--- src/rtl/fgm_pkg.sv ---
// Shared definitions for the FIFO guard monitor.
// Assumes write and read events are already in the monitoring clock domain.
package fgm_pkg;

    // Kind of traffic seen in one monitoring cycle.
    typedef enum logic [1:0] {
        OP_IDLE = 2'b00,
        OP_WR   = 2'b01,
        OP_RD   = 2'b10,
        OP_BOTH = 2'b11
    } fgm_op_e;

    // Folds the two event strobes into one traffic kind.
    function automatic fgm_op_e classify(input logic wr, input logic rd);
        return fgm_op_e'({rd, wr});
    endfunction

    // True when v is a power of two inside the supported range.
    function automatic bit depth_ok(input int v);
        return (v >= 4) && (v <= 256) && ((v & (v - 1)) == 0);
    endfunction

endpackage

--- src/rtl/fgm_level_track.sv ---
// Shadow occupancy tracker plus sticky misuse flags.
// What it does: keeps a level that moves only on a legal lone write or a
// lone read; an illegal operation or a collision leaves the level as it is.
// Assumes: DEPTH is valid (checked at the top), LW can hold DEPTH.
module fgm_level_track
    import fgm_pkg::*;
#(
    parameter int DEPTH = 16,
    parameter int LW    = $clog2(DEPTH) + 1
) (
    input  logic          clk,
    input  logic          rst_n,
    input  logic          wr,
    input  logic          rd,
    output logic [LW-1:0] level,
    output logic [LW-1:0] level_nxt,
    output logic          ovf,
    output logic          udf,
    output logic          col
);

    localparam logic [LW-1:0] FULL = LW'(DEPTH);

    fgm_op_e op;
    logic    full_hit;
    logic    empty_hit;

    // Next level and the misuse conditions for this cycle.
    always_comb begin
        op        = classify(wr, rd);
        full_hit  = wr && (level == FULL);
        empty_hit = rd && (level == '0);
        level_nxt = level;
        unique case (op)
            OP_WR:   if (!full_hit)  level_nxt = level + LW'(1);
            OP_RD:   if (!empty_hit) level_nxt = level - LW'(1);
            default: level_nxt = level;
        endcase
    end

    // Level register.
    always_ff @(posedge clk) begin
        if (!rst_n) level <= '0;
        else        level <= level_nxt;
    end

    // Sticky misuse flags, cleared only by reset.
    always_ff @(posedge clk) begin
        if (!rst_n) begin
            ovf <= 1'b0;
            udf <= 1'b0;
            col <= 1'b0;
        end else begin
            ovf <= ovf | full_hit;
            udf <= udf | empty_hit;
            col <= col | (wr & rd);
        end
    end

    p_level_bound_r2: assert property (@(posedge clk) disable iff (!rst_n)
        level <= FULL);
    p_wr_step_r2: assert property (@(posedge clk) disable iff (!rst_n)
        (wr && !rd && level < FULL) |=> level == $past(level) + LW'(1));
    p_no_overflow_r3: assert property (@(posedge clk) disable iff (!rst_n)
        (wr && level == FULL) |=> (ovf && level <= FULL));
    p_rd_step_r4: assert property (@(posedge clk) disable iff (!rst_n)
        (rd && !wr && level != '0) |=> level == $past(level) - LW'(1));
    p_no_underflow_r5: assert property (@(posedge clk) disable iff (!rst_n)
        (rd && !wr && level == '0) |=> (udf && $stable(level)));
    p_collide_hold_r6: assert property (@(posedge clk) disable iff (!rst_n)
        (wr && rd) |=> (col && $stable(level)));
    p_ovf_sticky_r10: assert property (@(posedge clk) disable iff (!rst_n)
        ovf |=> ovf);
    p_udf_sticky_r10: assert property (@(posedge clk) disable iff (!rst_n)
        udf |=> udf);
    p_col_sticky_r10: assert property (@(posedge clk) disable iff (!rst_n)
        col |=> col);

endmodule

--- src/rtl/fgm_event_count.sv ---
// Wrapping event counter used as a coverage figure.
// What it does: adds one on every cycle its strobe is high.
// Assumes: wrap-around at CW bits is acceptable to the reader.
module fgm_event_count #(
    parameter int CW = 16
) (
    input  logic          clk,
    input  logic          rst_n,
    input  logic          hit,
    output logic [CW-1:0] count
);

    // Counts strobe cycles since reset.
    always_ff @(posedge clk) begin
        if (!rst_n)   count <= '0;
        else if (hit) count <= count + CW'(1);
    end

    // Covers R7 (write channel) and R8 (read channel).
    p_count_step_r7_r8: assert property (@(posedge clk) disable iff (!rst_n)
        hit |=> count == $past(count) + CW'(1));
    p_count_hold_r7_r8: assert property (@(posedge clk) disable iff (!rst_n)
        !hit |=> $stable(count));

endmodule

--- src/rtl/fgm_peak_hold.sv ---
// High-water mark of the shadow occupancy.
// What it does: takes the next level and keeps the largest seen, so the peak
// moves at the same edge as the level itself.
// Assumes: level_cur is the registered form of level_nxt.
module fgm_peak_hold #(
    parameter int LW = 5
) (
    input  logic          clk,
    input  logic          rst_n,
    input  logic [LW-1:0] level_nxt,
    input  logic [LW-1:0] level_cur,
    output logic [LW-1:0] peak
);

    // Keeps the running maximum of the level.
    always_ff @(posedge clk) begin
        if (!rst_n)                 peak <= '0;
        else if (level_nxt > peak)  peak <= level_nxt;
    end

    p_peak_covers_r9: assert property (@(posedge clk) disable iff (!rst_n)
        peak >= level_cur);
    p_peak_monotone_r9: assert property (@(posedge clk) disable iff (!rst_n)
        rst_n |=> peak >= $past(peak));

endmodule

--- src/rtl/fifo_guard_monitor.sv ---
// FIFO guard monitor top.
// What it does: ties the level tracker, the two event counters and the peak
// holder together and exposes flags and coverage figures.
// Assumes: write/read strobes are in clk's domain; DEPTH is a power of two
// from 4 to 256.
module fifo_guard_monitor
    import fgm_pkg::*;
#(
    parameter int DEPTH = 16,
    parameter int CNT_W = 16,
    localparam int LW   = $clog2(DEPTH) + 1
) (
    input  logic             clk,
    input  logic             rst_n,
    input  logic             wr_evt,
    input  logic             rd_evt,
    output logic             overflow_o,
    output logic             underflow_o,
    output logic             collide_o,
    output logic [CNT_W-1:0] wr_count_o,
    output logic [CNT_W-1:0] rd_count_o,
    output logic [LW-1:0]    level_o,
    output logic [LW-1:0]    peak_o
);

    localparam int NCH = 2;

    // Stops elaboration on an unsupported depth.
    initial begin
        a_depth_legal: assert (depth_ok(DEPTH))
            else $fatal(1, "fifo_guard_monitor: DEPTH must be a power of two in 4..256");
    end

    logic [LW-1:0]    level_nxt;
    logic [NCH-1:0]   strobe;
    logic [CNT_W-1:0] tally [NCH];

    assign strobe = {rd_evt, wr_evt};

    fgm_level_track #(.DEPTH(DEPTH), .LW(LW)) u_level (
        .clk       (clk),
        .rst_n     (rst_n),
        .wr        (wr_evt),
        .rd        (rd_evt),
        .level     (level_o),
        .level_nxt (level_nxt),
        .ovf       (overflow_o),
        .udf       (underflow_o),
        .col       (collide_o)
    );

    // One counter per event channel: 0 for writes, 1 for reads.
    for (genvar g = 0; g < NCH; g++) begin : g_cnt
        fgm_event_count #(.CW(CNT_W)) u_cnt (
            .clk   (clk),
            .rst_n (rst_n),
            .hit   (strobe[g]),
            .count (tally[g])
        );
    end

    assign wr_count_o = tally[0];
    assign rd_count_o = tally[1];

    fgm_peak_hold #(.LW(LW)) u_peak (
        .clk       (clk),
        .rst_n     (rst_n),
        .level_nxt (level_nxt),
        .level_cur (level_o),
        .peak      (peak_o)
    );

    p_reset_clear_r1: assert property (@(posedge clk)
        !rst_n |=> (level_o == '0 && peak_o == '0 && wr_count_o == '0 &&
                    rd_count_o == '0 && !overflow_o && !underflow_o && !collide_o));

endmodule

--- config.mk ---
export PLATFORM = sky130hd
export DESIGN_NAME = fifo_guard_monitor
export DESIGN_NICKNAME = d
export VERILOG_FILES = /design/src/rtl/fgm_pkg.sv /design/src/rtl/fgm_level_track.sv /design/src/rtl/fgm_event_count.sv /design/src/rtl/fgm_peak_hold.sv /design/src/rtl/fifo_guard_monitor.sv
export SDC_FILE = /design/constraint.sdc
export NUM_CORES = 1
export LEC_CHECK = 0
export BUFFER_PORTS_ARGS = -buffer_cell sky130_fd_sc_hd__buf_4
export CORE_ASPECT_RATIO = 0.9
export CORE_MARGIN = 2
export CORE_UTILIZATION = 54
export CTS_BUF_LIST = sky130_fd_sc_hd__clkbuf_8 sky130_fd_sc_hd__clkbuf_16
export DETAILED_ROUTE_END_ITERATION = 16
export PLACE_DENSITY = 0.79
export SLEW_MARGIN = 20
export SYNTH_ARGS = -nofsm -noshare
export SYNTH_HDL_FRONTEND = slang
export SYNTH_SLANG_ARGS = --single-unit
--- constraint.sdc ---
create_clock -name clk -period 4.4 [get_ports clk]
set_input_delay 0.88 -clock clk [delete_from_list [all_inputs] [get_ports clk]]
set_output_delay 0.88 -clock clk [all_outputs]
set_load 0.005 [all_outputs]
==> impl_metrics.ini, run 1 <==
[timing]
tns_ns = 0
max_freq_mhz = 302
setup_viol = 0
max-slew-margin-rel_pct = 60.0
period_needed_ns = 3.31
rsz0062_at_grt = false
final.period_utilization_pct = 75.1
finalHoldViolCount = 0
final_max_slew_viol_count = 0
worstMarginPinSlew_ns = 0.600
fin_skew_ns = 0.00778

[outcome]
status = completed

[global_routing]
antenna_found_initial = 0
grt_max_degree = 47
grt_overflow = 0
grtUsageTotal_pct = 19.2
grt_pass1_vias = 1689
grt_pass1_wl_mm = 7.46

[route]
vias = 1849
vias_per_cell = 5.31
wl_per_cell_um = 12.8
totalWireLength_mm = 4.45
antenna_left = 0
first_iter_violations = 139
drt_pass1_iterations = 4
drc = 0

[place]
dp_hpwl_mm = 3.16
dp.cells = 340
gp_congestion = 0.866
port-buffer-count = 48

[clocking]
cts_root_buf = clkbuf_8
cts.htree.levels = 2
holdBufCountCts = 0
clk_latency_ns = 0.29
numCtsBuffers = 5
cts_tree = done
clk_pin_slew_ns = 0.08
clock-sinks = 45
cts_setup_buffers = 0
cts_buffer_depth = 2
ctsResizeCount = 0

[logic_synthesis]
synth_edf_count = 0
yosys_warnings = 0
async_reset_ff_share_pct = 0
synthesis.nets = 270
syn_area_sq_um = 2340
syn_area_per_cell_sq_um = 9.22
synth_cells = 254
synth_seq_cells = 45
ys_types = 45
yosys-top-cells-area = dfxtp_1 (38%), and2_1 (7.2%), xnor2_1 (6.7%), ha_1 (6.4%), xor2_1 (3.4%)
yosysSeqAreaShare_pct = 38.5
yosys.area.top_type = dfxtp_1
synthFlopType = dfxtp_1
synth_top_cell_area_share_pct = 38.5

[die]
die_width_um = 73.4
die_area_sq_um = 4880
start_util_pct = 56.7
core_sq_um = 4130
ios = 49
die_y_um = 66.5
num_rows = 22

[finish]
mostFrequentLayoutCells = buf_4 (48), dfxtp_1 (45), and2_1 (27)
final_layout_size_suffix_gt1_share_pct = 21.7
multi_input_area_sq_um = 1340
fin_nets = 315
stdcell_count = 348
antenna_cells = 0
fillers = 346
seqCellArea_sq_um = 901
final_common_cell = buf_4
syn_to_final_growth_pct = 19.3

[power]
seqPwrFrac_pct = 51.3
p_leak_nw = 1.23
power_density_nw_per_um2 = 316
switching_share_pct = 28.4
p_clk_share_pct = 26.7
p_sw_uw = 250
internal-power_uw = 632
combPwrFrac_pct = 22.0
peakVddDrop_v = 0.000224

[worst_setup_path]
crit_arrival_ns = 3.49
critPathCaptureType = register
cp_num_buf_inv = 3
crit_fanout = 11
critPathRequiredTime_ns = 4.58
start_kind = primary input
path_cells = buf_4, inv_1, ha_1, nand2b_1, nor3_1, a211oi_1, inv_1, ha_1, o21a_1, o31ai_1, a21oi_1, nor2b_1, nor2_1
crit_type = primary input to register
cpPeakStageDelay_ns = 0.48
cp_top_family = compound AO/OA/AOI/OAI gates
worst_path_max_delay_cell = a21oi_1

[worst_hold_path]
hp-class = register to register

[job]
drv_cap = 0
-- cell families after synthesis --
family / Yosys count / share of synthesized area, %
simple gates: 108 / 28.1
mux: 4 / 1.71
compound gates: 35 / 11.1
buf+inv: 23 / 4.12
flops: 45 / 38.5
fa+ha+maj: 12 / 6.41
xor+xnor: 27 / 10.1
-- registers in the layout (all words and copies together), names as in the netlist --
| register | cells |
|---|---|
| u_level.level | 5 |
| g_cnt.u_cnt.count | 32 |
| u_level.col | 1 |
| u_level.udf | 1 |
| u_peak.peak | 5 |
| u_level.ovf | 1 |
-- layer usage --
| layer | track usage [%] | wire length [um] | vias up | share of wire (%) |
|---|---|---|---|---|
| met4 | 4.55 | 32 | 0 | 0.72 |
| met5 | 0 | 0 | - | 0 |
| li1 | - | - | 965 | - |
| met3 | 4.24 | 192 | 4 | 4.3 |
| met2 | 30.6 | 1940 | 40 | 44 |
| met1 | 26.5 | 2290 | 840 | 51 |
-- cell usage after synthesis, types with 2 or more instances --
library cell,count
or3_1,3
o21ai_0,10
ha_1,12
o21a_1,4
and3_2,3
xor2_1,9
and3_1,2
inv_1,13
a21boi_1,2
and4_1,3
a21oi_1,4
nor2b_1,11
nor3b_1,2
dfxtp_1,45
and2_1,27
clkbuf_1,7
mux2i_1,4
nor2_1,8
nand2b_1,5
xnor2_1,18
nand2_1,13
buf_2,2
o31ai_1,2
nand3_1,9
nor3_1,6
nand4_1,10
a21o_1,2
-- path summary, 6_finish.rpt --
check | startpoint | to | slack, ns | cells past startpoint
worst max register to register | u_level.level[0] | u_peak.peak[2] | 1.30 | 13
worst min-delay path | u_level.ovf | u_level.ovf | 0.47 | 1
worst max-delay path | wr_evt | u_peak.peak[2] | 1.09 | 13
worst min register to register | u_level.ovf | u_level.ovf | 0.47 | 1
-- area by class of cell --
| class | instances | area share, % |
|---|---|---|
| timing repair buffer | 48 | 12.9 |
| clock inverter | 3 | 0.403 |
| inverter | 13 | 1.75 |
| clock buffer | 5 | 2.46 |
| tap | 48 | 2.15 |
| sequential | 45 | 32.2 |
| multi-input combinational | 186 | 48.1 |
-- per-stage QoR --
stage	setup slack, ns	power (mW)	instance area, sq um	hold WS, ns	util, %
2_1_floorplan	1.11	0.594	2340	0.451	-
3_3_place_gp	0.924	0.651	2710	0.450	65.7
3_5_place_dp	0.824	0.655	2710	0.459	65.7
4_1_cts	1.13	0.890	2790	0.479	67.7
5_1_grt	0.751	0.938	2790	0.491	67.7
6_report	1.09	0.883	2790	0.473	67.7
-- worst reg2reg max path, delay by kind of cell, from the launching register on --
family	cells	cell delay, ns
AO/OA/AOI/OAI	3	0.87
adder cells (fa/ha/maj)	2	0.52
buffers and inverters	2	0.19
flip-flops	1	0.39
AND/OR/NAND/NOR	6	1.01
-- power by group through the flow --
stage	Sequential, mW	Combinational [mW]	Clock (mW)
3_5_place_dp	0.462	0.193	0
6_report	0.453	0.194	0.235
4_1_cts	0.452	0.196	0.242
5_1_grt	0.456	0.225	0.257
3_3_place_gp	0.462	0.189	0
2_1_floorplan	0.458	0.136	0
Note: power is estimated with default switching activity, not from simulation.
==> run 2: changes to the inputs <==
- clock period: 4.4 -> 3.1 ns (I/O delays scaled with it)
==> run 2 against run 1 <==
  * Register-to-register slack got worse by 1.0 ns
  * Final area grew 2.3%
  * Sequential share of layout area fell by 0.69 points
  * Hold slack got worse by 0.0031 ns
  * Via count grew 2.6%
  * Die area unchanged
  * Clock power increased by 46%
  * Final cell count increased by 2.3%
  * Flip-flop and latch count stayed put
  * Worst setup slack worse by 0.81 ns
  * Clock-buffer cell count is the same
  * Clock skew fell by 0.0019 ns
  * Largest cell class unchanged
==> impl_metrics.ini, run 2 (same netlist as run 1, synthesis figures left out) <==
[finish]
largest_register_ff_count = 32
top_regs = g_cnt.u_cnt.count: 32 flops, u_level.level: 5 flops, u_peak.peak: 5 flops
post-route-cell-area_sq_um = 2860
syn_to_final_growth_pct = 22.1
fin_nets = 323
top_register = g_cnt.u_cnt.count
stdcell_count = 356
multi_input_area_sq_um = 1340
mostFrequentLayoutCells = buf_4 (56), dfxtp_1 (44), and2_1 (27)
utilization_pct = 69.2
fillers = 339
antenna_cells = 0
seqCellArea_sq_um = 902
final_common_cell = buf_4
final_layout_size_suffix_gt1_share_pct = 24.4

[worst_setup_path]
worst_path_max_delay_cell = dfxtp_2
path_cells = inv_1, ha_1, nor3b_4, and3_4, nor3_1, a311oi_2, inv_1, ha_1, nor2b_1, o31ai_1, a21oi_1, buf_4, o21ai_0, a21oi_1
crit_fanout = 10
crit_arrival_ns = 3.00
cp_top_family = compound AO/OA/AOI/OAI gates
critPathCaptureType = register
cp_num_buf_inv = 3
start_kind = register
cpPeakStageDelay_ns = 0.37
critPathRequiredTime_ns = 3.28
crit_type = register to register

[route]
vias_per_cell = 5.33
top_layer = met4
wl_met3_um = 194
totalWireLength_mm = 4.47
drt-met1-wl_mm = 2.19
vias = 1897
first_iter_violations = 117
wl_met2_mm = 2.05
drt_pass1_iterations = 4
wl_per_cell_um = 12.6
antenna_left = 0
drc = 0

[place]
gp_congestion = 0.916
port-buffer-count = 48
dp.cells = 346
dp_hpwl_mm = 3.29
dpl_cell_area_sq_um = 2760

[job]
drv_cap = 0

[power]
combPwrFrac_pct = 23.8
p_clk_share_pct = 26.5
peakVddDrop_v = 0.000448
seqPwrFrac_pct = 49.6
switching_share_pct = 28.5
p_sw_uw = 369
internal-power_uw = 926
p_leak_nw = 1.26
power_density_nw_per_um2 = 453

[timing]
fin_skew_ns = 0.00588
finalHoldViolCount = 0
worstMarginPinSlew_ns = 0.404
max_freq_mhz = 355
setup_viol = 0
tns_ns = 0
period_needed_ns = 2.82
final.period_utilization_pct = 90.9
final_max_slew_viol_count = 0
rsz0062_at_grt = false
max-slew-margin-rel_pct = 73.0

[global_routing]
grt_max_degree = 47
grtUsageTotal_pct = 20.1
grt_overflow = 0
grt_pass1_wl_mm = 7.81
grt_pass1_vias = 1733
antenna_found_initial = 0

[clocking]
clock-sinks = 45
clk_pin_slew_ns = 0.08
cts_root_buf = clkbuf_8
cts.htree.levels = 2
cts_buffer_depth = 2
holdBufCountCts = 0
numCtsBuffers = 5
cts_tree = done
clk_latency_ns = 0.29

[outcome]
status = completed

[die]
num_rows = 22
die_y_um = 66.5
core_sq_um = 4130
die_width_um = 73.4
start_util_pct = 56.7
ios = 49
die_area_sq_um = 4880

[worst_hold_path]
hp-class = register to register
==> run 2: cell count changes in the layout (fill, tap and decap cells not counted), sizes merged <==
cell / change
buf: +8
clkinvlp: +1
inv: -1
==> run 2: repair_timing <==
item	CTS	global route
setup endpoints to repair	0	5
setup buffers	0	2
resized for setup	0	1
==> run 2: routing by layer <==
layer / up-vias / track usage [%]
met5: - / 0
met4: 0 / 4.55
met3: 5 / 4.39
met2: 38 / 32.1
met1: 873 / 27.8
li1: 981 / -
==> run 2: worst paths after layout <==
check	startpoint	to	slack, ns	cells past startpoint
min	u_level.ovf	u_level.ovf	0.47	1
max reg2reg	u_level.level[0]	u_peak.peak[1]	0.28	14
min reg2reg	u_level.ovf	u_level.ovf	0.47	1
max	u_level.level[0]	u_peak.peak[1]	0.28	14
==> run 2: final cells by class <==
class | count | area share [%]
clock inverters | 3 | 0.525
well taps | 48 | 2.10
multi-input cells | 186 | 47.0
clock buffers | 5 | 2.41
flip-flops and latches | 45 | 31.6
repair buffers | 56 | 14.7
inverters | 13 | 1.71
==> run 2: metrics by stage <==
| step | power, mW | hold slack [ns] | setup slack, ns |
|---|---|---|---|
| after floorplan | 0.843 | 0.451 | 0.0654 |
| after global placement | 0.946 | 0.448 | 0.194 |
| after detailed placement | 0.958 | 0.456 | 0.0738 |
| after CTS | 1.30 | 0.476 | 0.175 |
| after global routing | 1.39 | 0.517 | 0.00696 |
| final | 1.30 | 0.470 | 0.281 |
==> run 2: power by group through the flow <==
stage	Clock, mW	Sequential [mW]	Combinational [mW]
2_1_floorplan	0	0.650	0.193
5_1_grt	0.385	0.649	0.355
3_3_place_gp	0	0.656	0.290
3_5_place_dp	0	0.656	0.302
6_report	0.344	0.643	0.309
4_1_cts	0.353	0.643	0.303
